File: src/rtl/pbm_pkg.sv
// Shared types for the pulse-width byte modulator.
package pbm_pkg;
    // Phase of the transmitter: idle, quiet part or modulated part of a symbol.
    typedef enum logic [1:0] {
        PH_IDLE = 2'd0,
        PH_LOW  = 2'd1,
        PH_HIGH = 2'd2
    } pbm_phase_e;
endpackage

File: src/rtl/pbm_timer.sv
// Phase duration counter.
// Counts down once per tick. It reports expiry on the tick that consumes the last count.
// Assumes: every loaded value is at least 1, and a load takes precedence over a decrement.
module pbm_timer #(
    parameter int CNT_W = 16
) (
    input  logic             clk,
    input  logic             rst_n,
    input  logic             load,
    input  logic [CNT_W-1:0] load_val,
    input  logic             tick,
    output logic             expire
);
    logic [CNT_W-1:0] cnt_q;

    // Load a new duration or count down on ticks.
    always_ff @(posedge clk) begin
        if (!rst_n)                      cnt_q <= '0;
        else if (load)                   cnt_q <= load_val;
        else if (tick && cnt_q != '0)    cnt_q <= cnt_q - 1'b1;
    end

    // The phase ends on the tick that finds one count remaining.
    assign expire = tick && (cnt_q == CNT_W'(1));
endmodule

File: src/rtl/pbm_shift.sv
// Byte holder and bit sequencer.
// Captures the byte and presents the current and next bit, least-significant first.
// Assumes: NBITS >= 2.
module pbm_shift #(
    parameter int NBITS = 8
) (
    input  logic             clk,
    input  logic             rst_n,
    input  logic             capture,
    input  logic [NBITS-1:0] data,
    input  logic             advance,
    output logic             cur_bit,
    output logic             nxt_bit,
    output logic             last_bit
);
    localparam int IDX_W = (NBITS > 1) ? $clog2(NBITS) : 1;

    logic [NBITS-1:0] sh_q;
    logic [IDX_W-1:0] idx_q;

    // Hold the byte and step to the next bit after each symbol.
    always_ff @(posedge clk) begin
        if (!rst_n) begin
            sh_q  <= '0;
            idx_q <= '0;
        end else if (capture) begin
            sh_q  <= data;
            idx_q <= '0;
        end else if (advance) begin
            sh_q  <= sh_q >> 1;
            idx_q <= idx_q + 1'b1;
        end
    end

    assign cur_bit  = sh_q[0];
    assign nxt_bit  = sh_q[1];
    assign last_bit = (idx_q == IDX_W'(NBITS - 1));
endmodule

File: src/rtl/pbm_ctrl.sv
// Symbol sequencer.
// Moves idle -> low -> high -> (low ... | idle) and selects each phase's duration from the bit value.
// Assumes: the timer expires only on ticks, and all durations are at least 1.
module pbm_ctrl
    import pbm_pkg::*;
#(
    parameter int CNT_W    = 16,
    parameter int LO_ONE   = 1000,
    parameter int HI_ONE   = 1000,
    parameter int LO_ZERO  = 300,
    parameter int HI_ZERO  = 1700
) (
    input  logic             clk,
    input  logic             rst_n,
    input  logic             start,
    input  logic             first_bit,
    input  logic             cur_bit,
    input  logic             nxt_bit,
    input  logic             last_bit,
    input  logic             expire,
    output logic             capture,
    output logic             advance,
    output logic             load,
    output logic [CNT_W-1:0] load_val,
    output logic             busy,
    output logic             done,
    output logic             mod_out
);
    localparam logic [CNT_W-1:0] LO1 = CNT_W'(LO_ONE);
    localparam logic [CNT_W-1:0] HI1 = CNT_W'(HI_ONE);
    localparam logic [CNT_W-1:0] LO0 = CNT_W'(LO_ZERO);
    localparam logic [CNT_W-1:0] HI0 = CNT_W'(HI_ZERO);

    pbm_phase_e state_q, state_n;
    logic       done_q, done_n;

    // Next-state, duration select and sequencing strobes.
    always_comb begin
        state_n  = state_q;
        done_n   = 1'b0;
        capture  = 1'b0;
        advance  = 1'b0;
        load     = 1'b0;
        load_val = '0;
        unique case (state_q)
            PH_IDLE: if (start) begin
                capture  = 1'b1;
                load     = 1'b1;
                load_val = first_bit ? LO1 : LO0;
                state_n  = PH_LOW;
            end
            PH_LOW: if (expire) begin
                load     = 1'b1;
                load_val = cur_bit ? HI1 : HI0;
                state_n  = PH_HIGH;
            end
            PH_HIGH: if (expire) begin
                if (last_bit) begin
                    state_n = PH_IDLE;
                    done_n  = 1'b1;
                end else begin
                    advance  = 1'b1;
                    load     = 1'b1;
                    load_val = nxt_bit ? LO1 : LO0;
                    state_n  = PH_LOW;
                end
            end
            default: state_n = PH_IDLE;
        endcase
    end

    // State and completion pulse registers.
    always_ff @(posedge clk) begin
        if (!rst_n) begin
            state_q <= PH_IDLE;
            done_q  <= 1'b0;
        end else begin
            state_q <= state_n;
            done_q  <= done_n;
        end
    end

    assign busy    = (state_q != PH_IDLE);
    assign mod_out = (state_q != PH_LOW);
    assign done    = done_q;
endmodule

File: src/rtl/pw_byte_modulator.sv
// Pulse-width byte modulator, top level.
// Sends one byte as NBITS constant-length symbols, LSB first, each timed in tick_us units.
// Assumes: tick_us is a single-cycle strobe and every duration parameter is at least 1.
module pw_byte_modulator #(
    parameter int NBITS   = 8,
    parameter int CNT_W   = 16,
    parameter int LO_ONE  = 1000,
    parameter int HI_ONE  = 1000,
    parameter int LO_ZERO = 300,
    parameter int HI_ZERO = 1700
) (
    input  logic             clk,
    input  logic             rst_n,
    input  logic             tick_us,
    input  logic             start,
    input  logic [NBITS-1:0] data_in,
    output logic             busy,
    output logic             done,
    output logic             mod_out
);
    logic             capture, advance, load, expire;
    logic             cur_bit, nxt_bit, last_bit;
    logic [CNT_W-1:0] load_val;

    pbm_shift #(.NBITS(NBITS)) u_shift (
        .clk      (clk),
        .rst_n    (rst_n),
        .capture  (capture),
        .data     (data_in),
        .advance  (advance),
        .cur_bit  (cur_bit),
        .nxt_bit  (nxt_bit),
        .last_bit (last_bit)
    );

    pbm_timer #(.CNT_W(CNT_W)) u_timer (
        .clk      (clk),
        .rst_n    (rst_n),
        .load     (load),
        .load_val (load_val),
        .tick     (tick_us),
        .expire   (expire)
    );

    pbm_ctrl #(
        .CNT_W   (CNT_W),
        .LO_ONE  (LO_ONE),
        .HI_ONE  (HI_ONE),
        .LO_ZERO (LO_ZERO),
        .HI_ZERO (HI_ZERO)
    ) u_ctrl (
        .clk       (clk),
        .rst_n     (rst_n),
        .start     (start),
        .first_bit (data_in[0]),
        .cur_bit   (cur_bit),
        .nxt_bit   (nxt_bit),
        .last_bit  (last_bit),
        .expire    (expire),
        .capture   (capture),
        .advance   (advance),
        .load      (load),
        .load_val  (load_val),
        .busy      (busy),
        .done      (done),
        .mod_out   (mod_out)
    );
endmodule

File: config.mk
export PLATFORM = sky130hd
export DESIGN_NAME = pw_byte_modulator
export DESIGN_NICKNAME = d
export VERILOG_FILES = /design/src/rtl/pbm_pkg.sv /design/src/rtl/pbm_timer.sv /design/src/rtl/pbm_shift.sv /design/src/rtl/pbm_ctrl.sv /design/src/rtl/pw_byte_modulator.sv
export SDC_FILE = /design/constraint.sdc
export NUM_CORES = 1
export LEC_CHECK = 0
export ABC_AREA = 1
export BUFFER_PORTS_ARGS = -buffer_cell sky130_fd_sc_hd__buf_2
export CAP_MARGIN = 15
export CELL_PAD_IN_SITES_DETAIL_PLACEMENT = 0
export CELL_PAD_IN_SITES_GLOBAL_PLACEMENT = 1
export CORE_MARGIN = 10
export CORE_UTILIZATION = 44
export CTS_BUF_LIST = sky130_fd_sc_hd__clkbuf_8
export DETAILED_ROUTE_END_ITERATION = 10
export HOLD_SLACK_MARGIN = 0.1
export PLACE_DENSITY_LB_ADDON = 0.1
export SLEW_MARGIN = 0
export SYNTH_ARGS = -nofsm -noshare
export SYNTH_HDL_FRONTEND = slang
export SYNTH_SLANG_ARGS = --single-unit
File: constraint.sdc
create_clock -name clk -period 2.3 [get_ports clk]
set_input_delay 0.23 -clock clk [delete_from_list [all_inputs] [get_ports clk]]
set_output_delay 0.23 -clock clk [all_outputs]
set_load 0.005 [all_outputs]
==> results of run 1 <==
## path summary, 6_finish.rpt
| kind | startpoint | endpoint | slack (ps) | depth (start not counted) |
|---|---|---|---|---|
| worst max-delay path | u_timer.cnt_q[13] | u_timer.cnt_q[11] | 500 | 9 |
| worst min-delay path | data_in[7] | u_shift.sh_q[7] | 200 | 3 |
| worst max register to register | u_timer.cnt_q[13] | u_timer.cnt_q[11] | 500 | 9 |
| worst min register to register | u_shift.sh_q[7] | u_shift.sh_q[7] | 470 | 2 |
## kinds of logic (layout without fill, tap and decap cells)
logic type      after synthesis  after routing  share of synthesized area (%)
compound gates               25             25                          7.148
fa+ha+maj                     5              5                          3.340
simple gates                169            169                          44.89
flops                        30             30                          32.06
buf+inv                      38             55                          8.817
xor+xnor                      8              8                          3.741
## worst min-delay path, delay by kind of cell
family	cells	cell delay (ps)
buf+inv	1	100
simple gates	1	50
compound gates	1	50
## state kept, by name, summed over array words and instances, names as in the netlist
register and cells:
u_timer.cnt_q 16, u_shift.sh_q 8, u_shift.idx_q 3, u_ctrl.state_q 2, u_ctrl.done 1
## final cells by class
cell class	count	share of cell area, %
Multi-Input combinational cell	207	53.06
Sequential cell	30	28.78
Inverter	33	6.055
Clock buffer	6	3.957
Timing Repair Buffer	15	3.717
Tap cell	50	2.998
Clock inverter	1	1.439
## power by group through the flow
stage               combinational, mW  clock (mW)  sequential, mW
floorplan                       0.392           0           0.608
global placement                0.482           0           0.620
detailed placement              0.477           0           0.619
CTS                             0.482       0.558           0.608
global route                    0.549       0.578           0.613
finish                          0.478       0.543           0.608
## synth_stat cells
cell type and count:
a21oi_1 10, a31oi_1 7, buf_2 1, buf_4 1, buf_6 2, clkbuf_1 1, clkinv_1 1, dfxtp_1 30
ha_1 5, inv_1 27, inv_2 4, inv_4 1, nand2_1 65, nand2_2 3, nand2_4 3, nand3_1 21
nand3_2 3, nand3_4 2, nand3b_1 2, nand4_1 5, nor2_1 53, nor2_2 2, nor2_4 3, nor2_8 3
nor3_1 2, o21ai_0 8, or2_1 1, or2_2 1, xnor2_1 2, xor2_1 6
## per-layer routing
metal / global-route usage, % / vias to the layer above / part of all wire, %
met1: 15.50 / 745 / 49
met4: 5.090 / 0 / 1.6
li1: - / 905 / -
met2: 19.48 / 26 / 47
met3: 2.964 / 8 / 2.9
met5: 0 / - / 0
## cell usage in the layout, fill, tap and decap left out, types with 2 or more instances in the layout
master | Yosys | layout
nand2_1 | 65 | 65
nor2_1 | 53 | 53
dfxtp_1 | 30 | 30
inv_1 | 27 | 27
nand3_1 | 21 | 21
buf_2 | 1 | 14
a21oi_1 | 10 | 10
o21ai_0 | 8 | 8
a31oi_1 | 7 | 7
xor2_1 | 6 | 6
clkbuf_8 | 0 | 6
nand4_1 | 5 | 5
ha_1 | 5 | 5
inv_2 | 4 | 4
nor2_4 | 3 | 3
nand2_4 | 3 | 3
nand2_2 | 3 | 3
nor2_8 | 3 | 3
nand3_2 | 3 | 3
nor2_2 | 2 | 2
nand3_4 | 2 | 2
nor3_1 | 2 | 2
xnor2_1 | 2 | 2
nand3b_1 | 2 | 2
==> impl_metrics.py, run 1 <==
metrics = {
    "synth": {
        "yosysTopAreaCell": "dfxtp_1",
        "synth_top_area_share_pct": 32.06,
        "yosysWarnings": 0,
        "seq_area_frac_synth_pct": 32.06,
        "synth_nets": 292,
        "syn_area_per_cell_sq_um": 6.811,
        "synth_cell_types": 30,
        "synth_area_sq_um": 1873,
        "synth_cells": 275,
        "synth.area.top_cells": "dfxtp_1, nand2_1, nor2_1, nand3_1, inv_1",
        "synth-seq-cells": 30,
    },
    "global_routing": {
        "antenna_found_initial": 0,
        "grt-ovfl-total": 0,
        "first_global_vias": 1595,
        "grt_max_degree": 19,
        "grt_usage_pct": 12.31,
        "grt_pass1_wl_mm": 7.396,
    },
    "clocking": {
        "cts_max_level": 2,
        "root_buffer": "clkbuf_8",
        "clk_pin_slew_worst_paths_ps": 60,
        "cts_sinks": 30,
        "cts_max_path_buffers": 2,
        "cts_tree": "done",
        "clk_latency_ps": 280,
        "ctsResizeCount": 0,
        "post_cts_buffers": 0,
        "numCtsBuffers": 5,
        "ctsHoldBuffers": 0,
    },
    "setup_path": {
        "cp_max_fo": 18,
        "crit_arrival_ps": 1980,
        "cpMaxStageDelayCell": "dfxtp_1",
        "cpPeakStageDelay_ps": 340,
        "critical_path.top_delay_family": "simple AND/OR/NAND/NOR gates",
        "path_cells": "nor2_1, nand2_2, nor2_8, nand2_1, nand2_2, inv_2, nand3_1, xor2_1, nor2_1",
        "path_buf_inv": 1,
        "critPathLaunchType": "register",
        "worst_ep_required_time_ps": 2480,
        "crit_type": "reg2reg",
        "end_kind": "register",
    },
    "outcome": {
        "status": "completed",
    },
    "sta": {
        "slew_headroom_pct": 66.32,
        "worstMarginPinSlew_ps": 504.6,
        "post-route-period-util_pct": 78.28,
        "final.min_clock_period_ps": 1801,
        "fin_tns_setup_ps": 0,
        "rsz0062_at_grt": "no",
        "finalClockSkew_ps": 6.355,
        "timing.hold.ws_ps": 199.8,
        "hold_viol_final": 0,
        "setup_violations": 0,
        "fin_ws_ps": 499.5,
        "slew_viol_final": 0,
        "max_freq_ghz": 0.5554,
    },
    "place": {
        "hpwl_mm": 3.138,
        "dpl_cell_area_sq_um": 1974,
        "place_inst": 335,
        "gp_congestion": 0.8093,
        "dpl_worst_slack_ps": 489.1,
        "numPortBuffers": 14,
    },
    "power": {
        "p_comb_share_pct": 29.3,
        "finalPower_mw": 1.628,
        "p_sw_uw": 550.8,
        "p_sw_share_pct": 33.83,
        "seqPwrFrac_pct": 37.3,
        "power.density_nw_per_um2": 780.2,
        "p_leak_nw": 1.007,
        "clockPowerShare_pct": 33.3,
        "irDropWorstVdd_mv": 0.3401,
        "internal_power_mw": 1.077,
    },
    "detailed_routing": {
        "wire_per_inst_um": 12.43,
        "drtAntennaViolNets": 0,
        "drt-vias-per-instance": 4.924,
        "vias": 1684,
        "drc": 0,
        "routed_wl_mm": 4.250,
        "dr.pass1.iters": 4,
        "drt-initial-drc-count": 94,
    },
    "die": {
        "dieWidth_um": 85.25,
        "fp-row-count": 23,
        "ios": 15,
        "start_util_pct": 46.16,
        "core_area_sq_um": 4058,
        "die_area_sq_um": 7267,
        "dieHeight_um": 85.25,
    },
    "worst_hold_path": {
        "hp-class": "in2reg",
    },
    "final_layout": {
        "fillers": 420,
        "nets": 309,
        "instances_no_fill": 342,
        "stdcell_area_sq_um": 2087,
        "postLayoutCoreUtil_pct": 51.43,
        "area_growth_pct": 11.42,
        "layout-drive-gt1-share_pct": 16.10,
        "regArea_sq_um": 600.6,
        "antenna_cells": 0,
        "multi_input_area_sq_um": 1107,
    },
    "job": {
        "max_cap_viol_count": 0,
    },
}
Note: power is estimated with default switching activity, not from simulation.
==> inputs of run 2 (changes only) <==
--- a/config.mk
+++ b/config.mk
@@ -5,13 +5,13 @@
 export SDC_FILE = /design/constraint.sdc
 export NUM_CORES = 1
 export LEC_CHECK = 0
-export ABC_AREA = 1
+export ABC_AREA = 0
 export BUFFER_PORTS_ARGS = -buffer_cell sky130_fd_sc_hd__buf_2
 export CAP_MARGIN = 15
 export CELL_PAD_IN_SITES_DETAIL_PLACEMENT = 0
 export CELL_PAD_IN_SITES_GLOBAL_PLACEMENT = 1
 export CORE_MARGIN = 10
-export CORE_UTILIZATION = 44
+export CORE_UTILIZATION = 46
 export CTS_BUF_LIST = sky130_fd_sc_hd__clkbuf_8
 export DETAILED_ROUTE_END_ITERATION = 10
 export HOLD_SLACK_MARGIN = 0.1
==> constraint.sdc (replaced) <==
create_clock -name clk -period 1.76 [get_ports clk]
set_input_delay 0.176 -clock clk [delete_from_list [all_inputs] [get_ports clk]]
set_output_delay 0.176 -clock clk [all_outputs]
set_load 0.005 [all_outputs]
==> run 2 against run 1 <==
The run now ends with negative setup slack left. Highest routed layer unchanged. Critical path depth fell by 2. Sequential share of layout area fell by 3.2 points. Cell area rose by 17%. Worst hold slack got worse by 60 ps. Count of clock-buffer cells in the layout did not move. Core utilization rose by 16 points.
==> impl_metrics.py, run 2 <==
metrics = {
    "setup_path": {
        "path_cells": "nor4_4, buf_4, nand4_4, buf_6, o21ai_2, o21bai_1, a311oi_1",
        "cpPeakStageDelay_ps": 350,
        "critPathLaunchType": "register",
        "crit_arrival_ps": 2030,
        "cpMaxStageDelayCell": "dfxtp_4",
        "cp_max_fo": 6,
        "worst_ep_required_time_ps": 1940,
        "crit_type": "reg2reg",
        "end_kind": "register",
        "r2r_slack_ps": -90,
    },
    "sta": {
        "rsz0062_at_grt": "yes",
        "slew_viol_final": 0,
        "fin_ws_ps": -88.38,
        "setup_violations": 18,
        "finalClockSkew_ps": 1.508,
        "final.min_clock_period_ps": 1848,
        "max_freq_ghz": 0.5410,
        "hold_viol_final": 0,
        "slew_headroom_pct": 71.54,
        "post-route-period-util_pct": 105.0,
        "worstMarginPinSlew_ps": 424.4,
        "fin_tns_setup_ps": -870.6,
    },
    "synth": {
        "synth-xor-area-share_pct": 4.612,
        "synth-seq-cells": 30,
        "yosysWarnings": 0,
        "synthFlopType": "dfxtp_1",
        "synth.area.top_cells": "dfxtp_1, nand2_1, ha_1, nor2_1, a31oi_1",
        "synth_nets": 222,
        "synth_area_sq_um": 1709,
        "synth_compound_area_share_pct": 21.67,
        "syn_area_per_cell_sq_um": 8.337,
        "synth_cells": 205,
        "yosys.area_share.simple_pct": 30.45,
        "synth_top_family_by_area": "simple AND/OR/NAND/NOR gates",
        "synth.area.mux_share_pct": 0.5857,
        "yosysTopAreaCell": "dfxtp_1",
        "synth_top_area_share_pct": 35.14,
        "synthAdderAreaFrac_pct": 3.660,
        "seq_area_frac_synth_pct": 35.14,
        "async_flop_share_pct": 0,
        "synth_cell_types": 52,
        "synth_edf_count": 0,
        "synth_common_cells": "dfxtp_1, nand2_1, nor2_1",
    },
    "clocking": {
        "ctsHoldBuffers": 0,
        "cts_sinks": 30,
        "cts_max_level": 2,
        "clk_pin_slew_worst_paths_ps": 70,
        "cts_max_path_buffers": 2,
        "numCtsBuffers": 5,
        "root_buffer": "clkbuf_8",
        "cts_tree": "done",
        "clk_latency_ps": 280,
    },
    "power": {
        "p_leak_nw": 0.9874,
        "power.density_nw_per_um2": 932.1,
        "internal_power_mw": 1.491,
        "p_comb_share_pct": 38.3,
        "clockPowerShare_pct": 25.8,
        "p_sw_uw": 783.9,
        "finalPower_mw": 2.275,
        "irDropWorstVdd_mv": 0.5488,
        "p_sw_share_pct": 34.45,
        "seqPwrFrac_pct": 35.8,
    },
    "detailed_routing": {
        "drtAntennaViolNets": 0,
        "wl_met3_um": 326,
        "vias": 1821,
        "drt-vias-per-instance": 5.726,
        "wire_per_inst_um": 15.82,
        "drt-initial-drc-count": 185,
        "wl_met1_mm": 2.157,
        "dr.pass1.iters": 4,
        "routed_wl_mm": 5.031,
        "top_layer_used": "met4",
        "route.met2.wl_mm": 2.460,
        "drc": 0,
    },
    "final_layout": {
        "fillers": 319,
        "layout_common_cells": "buf_4, nand2_1, dfxtp_1",
        "antenna_cells": 0,
        "top_regs": "u_timer.cnt_q x16, u_shift.sh_q x8, u_shift.idx_q x3",
        "final_common_cell": "buf_4",
        "nets": 286,
        "regArea_sq_um": 624.3,
        "largest_reg_flops": 16,
        "largest-register": "u_timer.cnt_q",
        "multi_input_area_sq_um": 1175,
        "stdcell_area_sq_um": 2441,
        "area_growth_pct": 42.83,
        "layout-drive-gt1-share_pct": 41.85,
        "postLayoutCoreUtil_pct": 67.18,
    },
    "place": {
        "numPortBuffers": 14,
        "hpwl_mm": 3.707,
        "gp_congestion": 0.9113,
        "dpl_cell_area_sq_um": 2171,
    },
    "global_routing": {
        "grt_pass1_wl_mm": 8.369,
        "grt_max_degree": 18,
        "grt-ovfl-total": 0,
        "grt_usage_pct": 15.73,
        "first_global_vias": 1815,
        "antenna_found_initial": 0,
    },
    "die": {
        "dieHeight_um": 80.96,
        "dieWidth_um": 80.96,
        "start_util_pct": 47.04,
        "ios": 15,
        "fp-row-count": 22,
        "die_area_sq_um": 6554,
        "core_area_sq_um": 3633,
    },
    "outcome": {
        "status": "complete, but fails checks",
        "violations": "negative setup slack",
    },
    "job": {
        "max_cap_viol_count": 0,
    },
    "worst_hold_path": {
        "hp-class": "in2reg",
    },
}
-- run 2: through the flow --
| step | setup slack [ps] | instances | hold slack [ps] |
|---|---|---|---|
| finish | -88.38 | 318 | 139.4 |
| global placement | -123.1 | 302 | 432.9 |
| detailed placement | -142.1 | 302 | 438.2 |
| floorplan | -4.774 | 205 | 308.0 |
| CTS | -74.28 | 313 | 140.1 |
| global route | -165.4 | 318 | 138.2 |
-- run 2: per-layer routing --
layer	vias to the layer above	global-route usage, %
met2	60	26.04
met5	-	0
li1	894	-
met3	10	4.305
met1	857	19.33
met4	0	5.017
-- run 2: power by group through the flow --
stage          Clock, mW  Sequential (mW)  Combinational (mW)
6_report           0.588            0.815               0.872
5_1_grt            0.638            0.822               0.948
4_1_cts            0.592            0.812               0.811
3_5_place_dp           0            0.819               0.742
3_3_place_gp           0            0.815               0.728
2_1_floorplan          0            0.828               0.420
-- run 2: final timing paths --
path                startpoint                to  depth (start not counted)
max          u_timer.cnt_q[15]  u_timer.cnt_q[3]                          7
min                 data_in[7]   u_shift.sh_q[7]                          3
max reg2reg  u_timer.cnt_q[15]  u_timer.cnt_q[3]                          7
min reg2reg   u_shift.idx_q[1]  u_shift.idx_q[1]                          2
-- run 2: what timing repair did --
action,in CTS,in global routing
buffers inserted,3,5
resized for setup,20,13
setup endpoints to repair,19,26
pin swaps,10,12
-- run 2: worst max-delay path, delay by kind of cell (launching register included) --
kind	cells	cell delay (ps)
AOI/OAI and AO/OA	3	530
buffers and inverters	2	360
DFF	1	350
and+or+nand+nor	2	500
-- run 2: final cells by class --
cell class	instances	share of cell area, %
Multi-Input combinational cell	161	48.13
Sequential cell	30	25.58
Timing Repair Buffer	64	18.86
Clock buffer	6	3.383
Tap cell	48	2.460
Inverter	7	1.076
Clock inverter	2	0.5126
-- run 2: logic make-up (layout without fill, tap and decap cells) --
kind of cell    count (synthesis)  count (layout)
simple gates                   93              93
compound gates                 53              53
flops                          30              30
buf+inv                        14              79
xor+xnor                        9               9
fa+ha+maj                       5               5
mux                             1               1
